File: src/rtl/cfgl_pkg.sv
package cfgl_pkg;

  typedef enum logic [2:0] {
    ST_IDLE,
    ST_RST,
    ST_HOLD,
    ST_POST,
    ST_LEAD,
    ST_DATA,
    ST_TRAIL
  } seq_state_e;

  localparam logic [31:0] CRC_POLY_REFL = 32'hEDB88320;
  localparam logic [31:0] CRC_SEED      = 32'hFFFF_FFFF;

  // One byte of the reflected CRC-32 update, LSB of the byte first.
  function automatic logic [31:0] crc32_step(input logic [31:0] c_in,
                                             input logic [7:0]  b);
    logic [31:0] c;
    c = c_in ^ {24'd0, b};
    for (int i = 0; i < 8; i++) begin
      c = c[0] ? ((c >> 1) ^ CRC_POLY_REFL) : (c >> 1);
    end
    return c;
  endfunction

  // Raise a requested count to a floor value.
  function automatic logic [31:0] floor_at(input logic [31:0] req,
                                           input logic [31:0] floor_v);
    return (req < floor_v) ? floor_v : req;
  endfunction

endpackage

File: src/rtl/cfgl_serial.sv
module cfgl_serial #(
  parameter int HALF = 2
) (
  input  logic       clk,
  input  logic       rst_n,
  input  logic       go,
  input  logic [3:0] nbits,
  input  logic [7:0] data,
  output logic       idle,
  output logic       sclk,
  output logic       sdo
);
  localparam int PW = (HALF > 1) ? $clog2(HALF) : 1;
  localparam logic [PW-1:0] PH_LOAD = PW'(HALF - 1);

  logic          run_q;
  logic          hi_q;
  logic [PW-1:0] ph_q;
  logic [3:0]    left_q;
  logic [7:0]    sr_q;
  logic          sclk_q;

  // Named events for the checks.
  logic phase_end;
  logic bit_end;
  assign phase_end = run_q && (ph_q == '0);
  assign bit_end   = phase_end && hi_q;

  always_ff @(posedge clk or negedge rst_n) begin
    if (!rst_n) begin
      run_q  <= 1'b0;
      hi_q   <= 1'b0;
      ph_q   <= '0;
      left_q <= '0;
      sr_q   <= '0;
      sclk_q <= 1'b0;
    end else if (!run_q) begin
      if (go) begin
        run_q  <= 1'b1;
        hi_q   <= 1'b0;
        ph_q   <= PH_LOAD;
        left_q <= nbits;
        sr_q   <= data;
        sclk_q <= 1'b0;
      end
    end else if (!phase_end) begin
      ph_q <= ph_q - 1'b1;
    end else if (!hi_q) begin
      hi_q   <= 1'b1;
      sclk_q <= 1'b1;
      ph_q   <= PH_LOAD;
    end else begin
      sclk_q <= 1'b0;
      hi_q   <= 1'b0;
      ph_q   <= PH_LOAD;
      if (left_q <= 4'd1) begin
        run_q <= 1'b0;
      end else begin
        left_q <= left_q - 1'b1;
        sr_q   <= {sr_q[6:0], 1'b0};
      end
    end
  end

  assign idle = !run_q;
  assign sclk = sclk_q;
  assign sdo  = sr_q[7];

  // data only moves while the serial clock is low.
  a_r6_sdo_stable_high: assert property (@(posedge clk) disable iff (!rst_n)
    sclk_q |-> $stable(sr_q[7]));

  // a high phase ends only at a counted phase boundary.
  a_r12_fall_on_boundary: assert property (@(posedge clk) disable iff (!rst_n)
    $fell(sclk_q) |-> $past(bit_end));

  // the clock never toggles while the engine is idle.
  a_r12_idle_quiet: assert property (@(posedge clk) disable iff (!rst_n)
    (!run_q && !go) |=> !sclk_q);

endmodule

File: src/rtl/cfgl_crc32.sv
module cfgl_crc32 (
  input  logic        clk,
  input  logic        rst_n,
  input  logic        clr,
  input  logic        en,
  input  logic [7:0]  din,
  output logic [31:0] crc
);
  import cfgl_pkg::*;

  logic [31:0] acc_q;

  always_ff @(posedge clk or negedge rst_n) begin
    if (!rst_n)   acc_q <= CRC_SEED;
    else if (clr) acc_q <= CRC_SEED;
    else if (en)  acc_q <= crc32_step(acc_q, din);
  end

  assign crc = ~acc_q;

  // a clear always returns the accumulator to the seed.
  a_r10_clear_seed: assert property (@(posedge clk) disable iff (!rst_n)
    clr |=> (crc == 32'd0));

endmodule

File: src/rtl/cfg_loader.sv
module cfg_loader #(
  parameter int CLK_HALF       = 2,
  parameter int CNT_W          = 16,
  parameter int MIN_RST_CYCLES = 25
) (
  input  logic             clk,
  input  logic             rst_n,
  input  logic             start,
  input  logic [CNT_W-1:0] cfg_rst_hold,
  input  logic [CNT_W-1:0] cfg_post_wait,
  input  logic [CNT_W-1:0] cfg_lead_clks,
  input  logic [CNT_W-1:0] cfg_trail_clks,
  input  logic [7:0]       s_data,
  input  logic             s_valid,
  input  logic             s_last,
  output logic             s_ready,
  output logic             tgt_rst_n,
  output logic             tgt_cs_n,
  output logic             tgt_sclk,
  output logic             tgt_sdo,
  input  logic             tgt_done,
  output logic             busy,
  output logic             load_ok,
  output logic             load_err,
  output logic [31:0]      image_crc
);
  import cfgl_pkg::*;

  localparam logic [31:0] MIN_HOLD = 32'(MIN_RST_CYCLES);

  seq_state_e       st_q;
  logic [CNT_W-1:0] cnt_q;
  logic             rst_q, cs_q;
  logic             ok_q, err_q;
  logic             last_seen_q;

  logic             eng_idle, eng_go;
  logic [3:0]       eng_nbits;
  logic [7:0]       eng_data;
  logic [31:0]      crc_val;

  // Named internal events.
  logic launch, hold_end, s_hs, pay_end, trail_end, cnt_zero, busy_w;
  assign busy_w    = (st_q != ST_IDLE);
  assign cnt_zero  = (cnt_q == '0);
  assign launch    = (st_q == ST_IDLE) && start;
  assign hold_end  = (st_q == ST_HOLD) && cnt_zero;
  assign s_ready   = (st_q == ST_DATA) && eng_idle && !last_seen_q;
  assign s_hs      = s_ready && s_valid;
  assign pay_end   = (st_q == ST_DATA) && eng_idle && last_seen_q;
  assign trail_end = (st_q == ST_TRAIL) && eng_idle && cnt_zero;

  always_comb begin
    eng_go    = 1'b0;
    eng_nbits = 4'd8;
    eng_data  = s_data;
    case (st_q)
      ST_LEAD, ST_TRAIL: begin
        if (eng_idle && !cnt_zero) begin
          eng_go    = 1'b1;
          eng_nbits = 4'd1;
          eng_data  = 8'hFF;
        end
      end
      ST_DATA: eng_go = s_hs;
      default: ;
    endcase
  end

  always_ff @(posedge clk or negedge rst_n) begin
    if (!rst_n) begin
      st_q        <= ST_IDLE;
      cnt_q       <= '0;
      rst_q       <= 1'b1;
      cs_q        <= 1'b1;
      ok_q        <= 1'b0;
      err_q       <= 1'b0;
      last_seen_q <= 1'b0;
    end else begin
      case (st_q)
        ST_IDLE: begin
          if (start) begin
            st_q  <= ST_RST;
            rst_q <= 1'b0;
            ok_q  <= 1'b0;
            err_q <= 1'b0;
          end
        end
        ST_RST: begin
          st_q  <= ST_HOLD;
          cs_q  <= 1'b0;
          cnt_q <= CNT_W'(floor_at(32'(cfg_rst_hold), MIN_HOLD));
        end
        ST_HOLD: begin
          if (!cnt_zero) begin
            cnt_q <= cnt_q - 1'b1;
          end else if (tgt_done) begin
            st_q  <= ST_IDLE;
            err_q <= 1'b1;
            rst_q <= 1'b1;
            cs_q  <= 1'b1;
          end else begin
            st_q  <= ST_POST;
            rst_q <= 1'b1;
            cnt_q <= cfg_post_wait;
          end
        end
        ST_POST: begin
          if (!cnt_zero) begin
            cnt_q <= cnt_q - 1'b1;
          end else begin
            st_q  <= ST_LEAD;
            cs_q  <= 1'b1;
            cnt_q <= cfg_lead_clks;
          end
        end
        ST_LEAD: begin
          if (eng_idle) begin
            if (cnt_zero) begin
              st_q <= ST_DATA;
              cs_q <= 1'b0;
            end else begin
              cnt_q <= cnt_q - 1'b1;
            end
          end
        end
        ST_DATA: begin
          if (s_hs && s_last) last_seen_q <= 1'b1;
          if (pay_end) begin
            st_q        <= ST_TRAIL;
            cs_q        <= 1'b1;
            cnt_q       <= cfg_trail_clks;
            last_seen_q <= 1'b0;
          end
        end
        ST_TRAIL: begin
          if (eng_idle) begin
            if (cnt_zero) begin
              st_q  <= ST_IDLE;
              ok_q  <= tgt_done;
              err_q <= !tgt_done;
            end else begin
              cnt_q <= cnt_q - 1'b1;
            end
          end
        end
        default: st_q <= ST_IDLE;
      endcase
    end
  end

  cfgl_serial #(.HALF(CLK_HALF)) u_serial (
    .clk   (clk),
    .rst_n (rst_n),
    .go    (eng_go),
    .nbits (eng_nbits),
    .data  (eng_data),
    .idle  (eng_idle),
    .sclk  (tgt_sclk),
    .sdo   (tgt_sdo)
  );

  cfgl_crc32 u_crc (
    .clk   (clk),
    .rst_n (rst_n),
    .clr   (launch),
    .en    (s_hs),
    .din   (s_data),
    .crc   (crc_val)
  );

  assign tgt_rst_n = rst_q;
  assign tgt_cs_n  = cs_q;
  assign busy      = busy_w;
  assign load_ok   = ok_q;
  assign load_err  = err_q;
  assign image_crc = ok_q ? crc_val : 32'd0;

  // reset falls while chip-select is still released.
  a_r1_rst_before_cs: assert property (@(posedge clk) disable iff (!rst_n)
    $fell(tgt_rst_n) |-> tgt_cs_n);

  // chip-select only falls under reset after reset was already low.
  a_r1_cs_follows_rst: assert property (@(posedge clk) disable iff (!rst_n)
    ($fell(tgt_cs_n) && !tgt_rst_n) |-> !$past(tgt_rst_n));

  // both lines are asserted when the hold ends.
  a_r2_hold_lines: assert property (@(posedge clk) disable iff (!rst_n)
    hold_end |-> (!tgt_rst_n && !tgt_cs_n));

  // no serial clock while the target is in reset.
  a_r5_no_clock_in_reset: assert property (@(posedge clk) disable iff (!rst_n)
    !tgt_rst_n |-> !tgt_sclk);

  // the byte window only opens with chip-select low and reset released.
  a_r6_ready_window: assert property (@(posedge clk) disable iff (!rst_n)
    s_ready |-> (!tgt_cs_n && tgt_rst_n));

  // success and failure are exclusive.
  a_r8_exclusive: assert property (@(posedge clk) disable iff (!rst_n)
    !(load_ok && load_err));

  // every exit leaves the target lines released.
  a_r9_release_on_exit: assert property (@(posedge clk) disable iff (!rst_n)
    $fell(busy) |-> (tgt_rst_n && tgt_cs_n));

  // a new load clears the status flags.
  a_r11_clear_on_start: assert property (@(posedge clk) disable iff (!rst_n)
    $rose(busy) |-> (!load_ok && !load_err));

endmodule

File: config.mk
export PLATFORM = sky130hd
export DESIGN_NAME = cfg_loader
export DESIGN_NICKNAME = d
export VERILOG_FILES = /design/src/rtl/cfgl_pkg.sv /design/src/rtl/cfgl_serial.sv /design/src/rtl/cfgl_crc32.sv /design/src/rtl/cfg_loader.sv
export SDC_FILE = /design/constraint.sdc
export NUM_CORES = 1
export LEC_CHECK = 0
export BUFFER_PORTS_ARGS = -buffer_cell sky130_fd_sc_hd__buf_2
export CAP_MARGIN = 20
export CORE_ASPECT_RATIO = 0.5
export CORE_MARGIN = 2
export CORE_UTILIZATION = 54
export CTS_CLUSTER_DIAMETER = 100
export DETAILED_ROUTE_END_ITERATION = 16
export PLACE_DENSITY_LB_ADDON = 0.2
export SLEW_MARGIN = 25
export SYNTH_ARGS = -nofsm -noshare
export SYNTH_HDL_FRONTEND = slang
export SYNTH_SLANG_ARGS = --single-unit
File: constraint.sdc
create_clock -name clk -period 3.8 [get_ports clk]
set_input_delay 0.76 -clock clk [delete_from_list [all_inputs] [get_ports clk]]
set_output_delay 0.76 -clock clk [all_outputs]
set_load 0.005 [all_outputs]
==> results.txt <==
----------------------------------------------------
[Run status]
  Outcome ... completed

[Drt]
  Number of design rule violations left after detail routing ... 0
  Avg Vias per Cell ... 5.98
  Uppermost layer routed ... met4
  Overall via count from detail_route ... 4854
  Detailed router's first-iteration violation count ... 400
  Routed wire length ... 14200 um
  Routed wirelength normalized by instance count ... 17.4 um
  Total length of routed met2 wires ... 6460 um
  Remaining antenna violation count after routing ... 0
  Total routed wire length on the met1 layer ... 6440 um
  Metal3 WL ... 1040 um
  Detailed Routing Iterations Pass 1 ... 5

[Synthesis]
  Share of synthesized area occupied by flip-flops and latches ... 35.8%
  Number of instances in the synthesized netlist ... 590
  Number of nets in the synthesized netlist ... 672
  FFs w/ async S/R, synth ... 100%
  Number of distinct library cells after synthesis ... 65
  Post-synthesis register bit count ... 71
  Post-synth top flop ... sky130_fd_sc_hd__dfrtp_1
  Number of warnings printed during yosys synthesis ... 0
  Post-Syn Area per Cell ... 8.62 um2
  Synthesized cell area ... 0.00509 mm2
  Number of enable flip-flop cells after synthesis ... 0

[Setup path]
  Type of the worst setup path ... flip-flop to flip-flop
  Startpoint Class ... flip-flop
  Critical Path Sink Type ... flip-flop
  Worst-case reg-to-reg path depth ... 6
  Worst reg2reg startpoint ... cnt_q[4]
  Largest fanout on the critical path ... 23
  Worst reg2reg setup slack ... 0.60 ns
  Arrival time reported for the critical path endpoint ... 3.45 ns
  Required time of the critical path ... 4.05 ns
  Reg-to-reg endpoint ... cnt_q[13]

[Pwr]
  Power per standard cell area ... 546 mW/mm2
  Peak VDD IR ... 0.000272 V
  Leakage power ... 0.00256 uW

[Finish]
  Share of cells above drive strength 1 ... 28.2%
  Layout Cells excl Fill ... 812
  Count of inserted antenna diode cells ... 0
  Total of fill cells in the finished design ... 753
  Cell area after layout ... 0.00606 mm2
  Fin nets ... 772
  Signed area change from the synthesized netlist to the final layout ... 19.2%
  Footprint of the multi-input gates ... 0.00306 mm2
  Register Area ... 0.00182 mm2

[Floorplanning]
  Total Die Area ... 0.0103 mm2
  Die width ... 141 um
  Placeable core area ... 0.00892 mm2
  Core Rows ... 24
  I/O pin count ... 118
  Starting utilization of the core area ... 57.0%
  Die Span Y ... 72.6 um

[Global routing]
  Pin count of the biggest net entering global routing ... 72
  Number of global-route vias before repair ... 4612
  Global-route total usage across every layer ... 28.7%
  Number of antenna violations at the first check in global routing ... 0
  Grt total ovfl ... 0
  Wire length of the first global-routing pass ... 23200 um

[Clock tree]
  Cts-stage hold buffer count ... 0
  Number of cells upsized or downsized after cts ... 0
  TritonCTS clock tree ... done
  Cell chosen for the clock root ... sky130_fd_sc_hd__clkbuf_16
  H-tree Lvls ... 3
  Number of buffers added by the clock tree synthesis step ... 9
  Worst skew pair latency ... 0.34 ns
  Clock transition at the registers of the reported paths ... 0.06 ns
  Setup bufs post-CTS ... 0
  TritonCTS Sinks ... 71
  Number of buffers on the longest clock path ... 2

[Timing]
  Final worst clock skew ... 0.00793 ns
  Setup repair after global routing missed its margin ... no
  Highest Clock Rate ... 312 MHz
  Setup violations, final ... 0
  Total Negative Setup Slacks ... 0 ns
  Count of pins over their slew limit ... 0
  Minimum period implied by the final worst setup slack ... 3.20 ns
  Total count of hold-check failures in the final report ... 0
  Slew at the pin closest to its max-slew limit ... 0.901 ns
  Post-route fraction of the period consumed by the critical path ... 84.3%
  Tightest slew margin relative to the limit ... 39.6%

[Hold path]
  Start point of the worst hold path ... u_serial.sr_q[4]
  Endpoint of the worst hold-timing path ... u_serial.sr_q[4]
  Worst hold path cell count ... 2
  Kind of path behind the tightest hold check ... flip-flop to flip-flop

[Placement]
  Quantity of I/O buffers inserted on ports ... 117
  DPL Wire Length ... 10100 um
  Weighted congestion reported at the end of routability-driven placement ... 0.939
  DP Cell Count ... 796
  Placed Area ... 0.00575 mm2

[Flow run]
  Max-cap violation count ... 0

----------------------------------------------------
-- cell families (layout without fill, tap and decap cells) --
group           after synthesis  count (layout)  synth area share (%)
flops                        71              71                  35.8
fa+ha+maj                     4               4                 0.984
simple gates                174             174                  18.1
xor+xnor                     75              75                  13.3
compound gates              199             199                  24.6
buf+inv                      53             158                  4.40
mux                          14              14                  2.78
-- cell usage after synthesis, drive strengths merged (4+ instances only) --
master   number  area (um2)
ha            4        50.1
o211ai        7        52.6
a21oi        52         260
xnor2        50         445
or3           6        38.8
o2bb2ai       8        70.1
nor3         36         180
o31a         11        96.3
mux2i        13         130
nor2         25        93.8
o22ai        11        68.8
xor2         24         210
o31ai         5        37.5
o32ai         5        51.3
buf           8        55.1
o21ai        67         339
nor4          4        40.0
clkbuf       34         128
dfrtp        37         926
nand2b        8        50.1
nand3         4        20.0
nor2b        34         213
dfstp        34         893
a22oi         4        30.0
nand2        38         143
inv          11        41.3
-- worst max-delay path by stage --
stage / slack [ns] / depth (start not counted) / start / endpoint
after floorplan: 1.08 / 6 / s_data[1] / u_crc.acc_q[20]
after global placement: 0.73 / 6 / cnt_q[4] / cnt_q[13]
after detailed placement: 0.65 / 6 / cnt_q[4] / cnt_q[13]
after CTS: 0.62 / 6 / cnt_q[4] / cnt_q[13]
after global routing: 0.42 / 6 / cnt_q[4] / cnt_q[13]
final: 0.60 / 6 / cnt_q[4] / cnt_q[13]
-- layer usage --
layer | track usage (%) | vias to the layer above
met5 | 0 | -
met4 | 8.44 | 0
li1 | - | 2334
met2 | 45.6 | 189
met1 | 39.4 | 2310
met3 | 7.09 | 21
-- critical path, cell delays in order (launching register included) --
cell	delay [ns]
sky130_fd_sc_hd__dfrtp_1	0.44
sky130_fd_sc_hd__or4_4	0.58
sky130_fd_sc_hd__or4b_4	0.65
sky130_fd_sc_hd__or2_1	0.43
sky130_fd_sc_hd__o21a_1	0.49
sky130_fd_sc_hd__and3_1	0.27
sky130_fd_sc_hd__o32ai_2	0.25
-- layout by cell type, fill, tap and decap left out, types with 5 or more instances in the layout --
| master | count |
|---|---|
| sky130_fd_sc_hd__nand2_1 | 38 |
| sky130_fd_sc_hd__buf_4 | 14 |
| sky130_fd_sc_hd__buf_2 | 117 |
| sky130_fd_sc_hd__xor2_1 | 24 |
| sky130_fd_sc_hd__mux2i_1 | 13 |
| sky130_fd_sc_hd__a21oi_1 | 52 |
| sky130_fd_sc_hd__clkbuf_16 | 9 |
| sky130_fd_sc_hd__nor2_1 | 24 |
| sky130_fd_sc_hd__o211ai_1 | 7 |
| sky130_fd_sc_hd__o31a_1 | 11 |
| sky130_fd_sc_hd__o22ai_1 | 11 |
| sky130_fd_sc_hd__o21ai_0 | 65 |
| sky130_fd_sc_hd__dfstp_2 | 34 |
| sky130_fd_sc_hd__xnor2_1 | 49 |
| sky130_fd_sc_hd__o2bb2ai_1 | 8 |
| sky130_fd_sc_hd__dfrtp_1 | 37 |
| sky130_fd_sc_hd__nor3_1 | 35 |
| sky130_fd_sc_hd__inv_1 | 11 |
| sky130_fd_sc_hd__nor2b_1 | 34 |
| sky130_fd_sc_hd__o31ai_1 | 5 |
| sky130_fd_sc_hd__nand2b_1 | 8 |
| sky130_fd_sc_hd__or3_1 | 5 |
-- per-stage QoR --
step                      utilization [%]  setup slack (ns)  hold WS [ns]  total power, uW
after floorplan                         -              1.08         0.448             2120
after global placement               64.5             0.726         0.464             2380
after detailed placement             64.5             0.654         0.474             2430
after CTS                            67.9             0.623         0.488             3310
after global routing                 68.0             0.417         0.515             3530
final                                68.0             0.595         0.488             3310
-- cell type report --
| cell class | count | share of cell area, % |
|---|---|---|
| clock inverter | 6 | 1.14 |
| sequential | 71 | 30.0 |
| multi-input combinational | 466 | 50.4 |
| inverter | 11 | 0.681 |
| timing repair buffer | 131 | 11.4 |
| clock buffer | 10 | 3.94 |
| tap | 117 | 2.41 |
-- power breakdown --
part	internal (uW)	switching (uW)	leakage [uW]
combinational	596	699	0.00160
clock	529	342	0.000149
sequential	964	180	0.000806
-- sequential cells by signal, indices dropped and copies added, names as in the netlist --
register         flops
u_crc.acc_q         32
u_serial.ph_q        1
u_serial.sclk        1
last_seen_q          1
cnt_q               16
load_ok              1
u_serial.run_q       1
tgt_cs_n             1
u_serial.left_q      4
u_serial.sr_q        8
tgt_rst_n            1
load_err             1
st_q                 3
(Power assumes the default switching activity.)
